### config.mk
export PLATFORM = sky130hd
export DESIGN_NAME = sw_key_sequencer
export DESIGN_NICKNAME = d
export VERILOG_FILES = /design/src/rtl/sw_ctrl_pkg.sv /design/src/rtl/sw_dict_rom.sv /design/src/rtl/sw_hit_judge.sv /design/src/rtl/sw_req_port.sv /design/src/rtl/sw_key_sequencer.sv
export SDC_FILE = /design/constraint.sdc
export NUM_CORES = 1
export LEC_CHECK = 0
export BUFFER_PORTS_ARGS = -buffer_cell sky130_fd_sc_hd__buf_2
export CELL_PAD_IN_SITES_DETAIL_PLACEMENT = 1
export CELL_PAD_IN_SITES_GLOBAL_PLACEMENT = 2
export CORE_MARGIN = 2
export CORE_UTILIZATION = 26
export CTS_CLUSTER_DIAMETER = 80
export DETAILED_ROUTE_END_ITERATION = 7
export GPL_TIMING_DRIVEN = 0
export HOLD_SLACK_MARGIN = 0.12
export PLACE_DENSITY = 0.84
export SLEW_MARGIN = 20
export SYNTH_ARGS = -nofsm -noshare
export SYNTH_HDL_FRONTEND = slang
export SYNTH_SLANG_ARGS = --single-unit
### constraint.sdc
create_clock -name clk -period 4.6 [get_ports clk]
set_input_delay 1.38 -clock clk [delete_from_list [all_inputs] [get_ports clk]]
set_output_delay 1.38 -clock clk [all_outputs]
set_load 0.02 [all_outputs]
### src/rtl/sw_ctrl_pkg.sv
package sw_ctrl_pkg;
  typedef enum logic [1:0] {
    SW_IDLE = 2'd0,
    SW_DICT = 2'd1,
    SW_SEED = 2'd2
  } sw_mode_e;
endpackage

### src/rtl/sw_dict_rom.sv
module sw_dict_rom #(
  parameter int KEY_W = 36,
  parameter int DEPTH = 4,
  parameter int IDX_W = 2,
  parameter logic [KEY_W-1:0] WORDS [DEPTH] = '{default: '0}
) (
  input  logic [IDX_W-1:0] idx_i,
  output logic [KEY_W-1:0] word_o
);
  logic [KEY_W-1:0] lane [DEPTH];

  // one gated lane per entry, merged by OR
  for (genvar g = 0; g < DEPTH; g++) begin : g_lane
    assign lane[g] = (idx_i == IDX_W'(g)) ? WORDS[g] : '0;
  end

  always_comb begin
    word_o = '0;
    for (int k = 0; k < DEPTH; k++) word_o = word_o | lane[k];
  end
endmodule

### src/rtl/sw_hit_judge.sv
module sw_hit_judge #(
  parameter int CNT_W  = 8,
  parameter int THRESH = 8
) (
  input  logic [CNT_W-1:0] count_i,
  output logic             keep_o
);
  localparam logic [CNT_W-1:0] LIMIT = CNT_W'(THRESH);
  assign keep_o = (count_i >= LIMIT);
endmodule

### src/rtl/sw_req_port.sv
module sw_req_port #(
  parameter int KEY_W = 36
) (
  input  logic             clk,
  input  logic             rst_n,
  input  logic             load_i,
  input  logic [KEY_W-1:0] load_key_i,
  input  logic             ready_i,
  output logic             valid_o,
  output logic [KEY_W-1:0] key_o,
  output logic             fire_o
);
  assign fire_o = valid_o & ready_i;

  always_ff @(posedge clk) begin
    if (!rst_n) begin
      valid_o <= 1'b0;
      key_o   <= '0;
    end else if (load_i) begin
      valid_o <= 1'b1;
      key_o   <= load_key_i;
    end else if (fire_o) begin
      valid_o <= 1'b0;
    end
  end
endmodule

### src/rtl/sw_key_sequencer.sv
module sw_key_sequencer
  import sw_ctrl_pkg::*;
#(
  parameter int MOM_W      = 3,
  parameter int MOM_N      = 12,
  parameter int DICT_DEPTH = 4,
  parameter int CNT_W      = 8,
  parameter int HIT_THRESH = 8,
  parameter logic [MOM_W*MOM_N-1:0] DICT_WORDS [DICT_DEPTH] = '{
    36'o100000000000, 36'o110000000000, 36'o111000000000, 36'o210000000000}
) (
  input  logic                   clk,
  input  logic                   rst_n,
  input  logic                   start_i,
  output logic                   srch_valid_o,
  input  logic                   srch_ready_i,
  output logic [MOM_W*MOM_N-1:0] srch_key_o,
  input  logic                   hit_valid_i,
  output logic                   hit_ready_o,
  input  logic [CNT_W-1:0]       hit_count_i,
  input  logic                   seed_valid_i,
  output logic                   seed_ready_o,
  input  logic [MOM_W*MOM_N-1:0] seed_key_i,
  input  logic                   seed_none_i
);
  localparam int KEY_W = MOM_W * MOM_N;
  localparam int IDX_W = (DICT_DEPTH > 1) ? $clog2(DICT_DEPTH) : 1;
  localparam logic [IDX_W-1:0] LAST_IDX = IDX_W'(DICT_DEPTH - 1);

  sw_mode_e         mode_q, mode_d;
  logic [IDX_W-1:0] idx_q, idx_d;
  logic             wait_q, wait_d;
  logic             load, seed_pick, fire, keep, hit_take;
  logic [KEY_W-1:0] rom_word, load_key;

  sw_dict_rom #(.KEY_W(KEY_W), .DEPTH(DICT_DEPTH), .IDX_W(IDX_W), .WORDS(DICT_WORDS)) u_rom (
    .idx_i (idx_d),
    .word_o(rom_word)
  );

  sw_hit_judge #(.CNT_W(CNT_W), .THRESH(HIT_THRESH)) u_judge (
    .count_i(hit_count_i),
    .keep_o (keep)
  );

  sw_req_port #(.KEY_W(KEY_W)) u_port (
    .clk       (clk),
    .rst_n     (rst_n),
    .load_i    (load),
    .load_key_i(load_key),
    .ready_i   (srch_ready_i),
    .valid_o   (srch_valid_o),
    .key_o     (srch_key_o),
    .fire_o    (fire)
  );

  assign hit_ready_o  = wait_q;
  assign hit_take     = wait_q & hit_valid_i;
  assign seed_ready_o = (mode_q == SW_SEED) && !srch_valid_o && !wait_q;
  assign load_key     = seed_pick ? seed_key_i : rom_word;

  always_comb begin
    mode_d    = mode_q;
    idx_d     = idx_q;
    wait_d    = wait_q;
    load      = 1'b0;
    seed_pick = 1'b0;
    unique case (mode_q)
      SW_IDLE: begin
        if (start_i) begin
          mode_d = SW_DICT;
          idx_d  = '0;
          load   = 1'b1;
        end
      end
      SW_DICT: begin
        if (hit_take) begin
          wait_d = 1'b0;
          if (keep) begin
            load = 1'b1;
          end else if (idx_q == LAST_IDX) begin
            mode_d = SW_SEED;
          end else begin
            idx_d = idx_q + IDX_W'(1);
            load  = 1'b1;
          end
        end
      end
      SW_SEED: begin
        if (hit_take) begin
          wait_d = 1'b0;
        end else if (seed_ready_o) begin
          if (seed_valid_i) begin
            load      = 1'b1;
            seed_pick = 1'b1;
          end else if (seed_none_i) begin
            mode_d = SW_DICT;
            idx_d  = '0;
            load   = 1'b1;
          end
        end
      end
      default: mode_d = SW_IDLE;
    endcase
    if (fire) wait_d = 1'b1;
  end

  always_ff @(posedge clk) begin
    if (!rst_n) begin
      mode_q <= SW_IDLE;
      idx_q  <= '0;
      wait_q <= 1'b0;
    end else begin
      mode_q <= mode_d;
      idx_q  <= idx_d;
      wait_q <= wait_d;
    end
  end
endmodule

==> metrics.md <==
| Metric | Value |
|---|---|
| Clk_lat worst skew | ~0.29 ns |
| Clock slew at reported path FFs | 0.08 ns |
| Critical-path top delay cell | or4_4 |
| Hold Path Cell Cnt | 2 |
| First-pass GRT wire length | 8630 um |
| Setup-failing EPs final | 0 |
| DR WL/cell | 14.0 um |
| Fin. Hold Viols | 0 |
| Pwr Density | 298 mW/mm^2 |
| RSZ-0062 raised after global routing | false |
| Port bufs | between 80 and 90 |
| Setup TNS Final | 0 ns |
| Hold Path Class | reg2reg |
| CTS buffer count | 5 |
| Relative slew slack | 0.453 |
| Residual DRC | 0 |
| Worst Setup Start Kind | input pin |
| All-Layer GR Usage | 0.147 |
| Vias in the first global route | about 1800 |
| Clk sinks | 42 |
| FP Rows | 30 |
| Clk_skew | 0.00269 ns |
| Via-per-instance ratio | 4.82 |
| Warnings, synthesis | 0 |
| Top-area cell type share of the netlist area | 0.472 |
| Area contributors post-synth | dfxtp_1 (47%), nand3_1 (10%), a21oi_1 (9.8%) |
| Antenna violations before repair | 0 |
| Synth top cells by count | dfxtp_1 (42), nand2_1 (41), nand3_1 (36) |
| DP Worst Slack | 1.05 ns |
| Prevailing post-synth register cell | dfxtp_1 |
| Post_cts resized | 0 |
| First drt pass iteration count | 4 |
| Post-synthesis net count | 273 |
| EDFF count, synth | 0 |
| #FFs+latches synth | 42 |
| Sequential share of the synthesized area | 0.472 |
| Nets@finish | 366 |
| Layout cells sized above 1 | 0.330 |
| Total gr overflow | 0 |
| CTS HTree Levels | 2 |
| Die H | 86.8 um |
| Status | completed |
| Setup ws final | 1.36 ns |
| Critical Path Most Common Cell | buf_2 |
| Cell area after synthesis | 0.00178 sq mm |
| Clk buf depth | 2 |
| Hold buffers post-CTS | 0 |
| WP data arrival | between 3 and 4 ns |
| DR iter-0 viols | 58 |
| Overall die area | between 0.007 and 0.008 sq mm |
| CTS root buf | clkbuf_8 |
| Critical Path End Type | register |
| Core area | 0.00672 sq mm |
| CP cell instances | buf_2 > or4_4 > nor3_1 > o22a_1 > buf_2 > clkbuf_1 > nand2_1 > a21oi_1 |
| Worst VDD drop | 122 uV |
| Largest net degree at the start of global routing | 13 |
| TritonCTS clock tree | done |
| Worst path max stage delay | 0.57 ns |
| Via count | 1889 |
| Reg-to-reg endpoint | u_port.key_o[20]$_SDFFE_PN0P_ |
| FFs w/ async S/R, synth | 0 |
| Postcts setup bufs | 0 |
| Reg-to-reg startpoint | mode_q[0]$_SDFFE_PN0P_ |
| Routed Antenna Nets | 0 |
| Mean post-synth cell area | 8.17 sq um |
| HPWL Detailed | 4110 um |
| Hold Startpoint | u_port.key_o[1]$_SDFFE_PN0P_ |
| Final Critical Period | 3.24 ns |
| Pins Over Slew Limit | 0 |
| Crit share post-route | 0.704 |
| Worst-margin pin slew | 0.820 ns |
| FMAX | 309 MHz |
| Crit path kind | in2reg |
| # Max-Cap Violations | 0 |
| Syn-to-layout area delta | 34.9% |
| Lkg Pwr | a little over 1 nW |
| Synth Instances | 218 |
| Cells on worst reg2reg path | 8 |
| Post-Route WL | 5490 um |
| R2r setup slk | about 1.9 ns |
| Die W | 86.8 um |
| Initial core utilization | 0.265 |
| Crit path required time | 4.82 ns |
| Hold Path Sink | u_port.key_o[1]$_SDFFE_PN0P_ |
| CP Max Fanout | 10 |
| # IOs | 90 |
| Library cells used by synthesis | 33 |
| RD Place Congestion | roughly 0.74 |
| Post-synth top area cell | dfxtp_1 |
| Antenna fix cells | 0 |
| Most numerous cell in the Yosys netlist | dfxtp_1 |
[power by group]
part	internal, W	switching [W]	total [W]	leakage (nW)
clock network	0.000121	0.000125	0.000246	0.0482
logic	0.0000339	0.0000652	0.0000992	0.623
registers	0.000367	0.00000453	0.000372	0.339
total	0.000523	0.000194	0.000717	1.01
[final cells by class]
cell class	count	area, sq um
fillers	850	4320
multi-input cells	155	860
flip-flops and latches	42	841
repair buffers	86	430
well taps	80	100
clock buffers	7	86.3
plain buffers	15	57.6
inverters	6	22.5
clock inverters	1	5.00
[metal layers]
metal / up-vias / wire length (um) / GRT usage
met3: 4 / 232 / 0.0324
met5: - / 0 / 0
met1: 893 / 2480 / 0.193
met2: 44 / 2720 / 0.242
met4: 0 / 55 / 0.0469
li1: 948 / - / -
[state kept, by name (all words and copies together), names as in the netlist]
| name | cells |
|---|---|
| u_port.key_o | 36 |
| hit_ready_o | 1 |
| u_port.valid_o | 1 |
| mode_q | 2 |
| idx_q | 2 |
[worst max path at each step]
stage | cells after the start | to | slack [ns] | from
final | 8 | u_port.key_o[20]$_SDFFE_PN0P_ | 1.36 | hit_count_i[7]
after global placement | 8 | u_port.key_o[20]$_SDFFE_PN0P_ | 1.09 | hit_count_i[7]
after detailed placement | 8 | u_port.key_o[35]$_SDFFE_PN0P_ | 1.05 | hit_count_i[7]
after floorplan | 5 | u_port.key_o[27]$_SDFFE_PN0P_ | 1.41 | hit_count_i[7]
after global routing | 8 | u_port.key_o[20]$_SDFFE_PN0P_ | 1.18 | hit_count_i[7]
after CTS | 8 | u_port.key_o[20]$_SDFFE_PN0P_ | 1.36 | hit_count_i[7]
[metrics by stage]
step | cells | power [W] | cell area, sq um | utilization | hold WS [ns]
2_1_floorplan | 218 | 0.000435 | 1780 | - | 0.519
3_3_place_gp | 384 | 0.000479 | 2310 | 0.344 | 0.436
6_report | 392 | 0.000717 | 2400 | 0.358 | 0.452
4_1_cts | 392 | 0.000735 | 2400 | 0.358 | 0.456
5_1_grt | 392 | 0.000760 | 2400 | 0.358 | 0.477
3_5_place_dp | 384 | 0.000481 | 2310 | 0.344 | 0.444
[kinds of logic after synthesis]
group / after synthesis / share of synthesized area
simple gates: 99 / 0.265
buf+inv: 21 / 0.0450
fa+ha+maj: 4 / 0.0281
mux: 1 / 0.00562
compound gates: 51 / 0.184
flops: 42 / 0.472
[worst max-delay path: cells and delay by family]
kind	cells	cell delay (ns)
AND/OR/NAND/NOR	3	0.94
buffers and inverters	3	0.76
AO/OA/AOI/OAI	2	0.37
[cells in the final DEF (no fill, tap or decap), drive strengths merged, types with 2 or more instances in the layout]
| master | instances |
|---|---|
| a31oi | 4 |
| ha | 4 |
| nor3 | 2 |
| inv | 6 |
| or2 | 2 |
| a21oi | 35 |
| clkbuf | 18 |
| a22oi | 2 |
| nand3 | 36 |
| nand2 | 41 |
| nor2 | 7 |
| dfxtp | 42 |
| nand2b | 2 |
| buf | 90 |
| or4 | 3 |
| o211ai | 2 |
(Power assumes the default switching activity.)
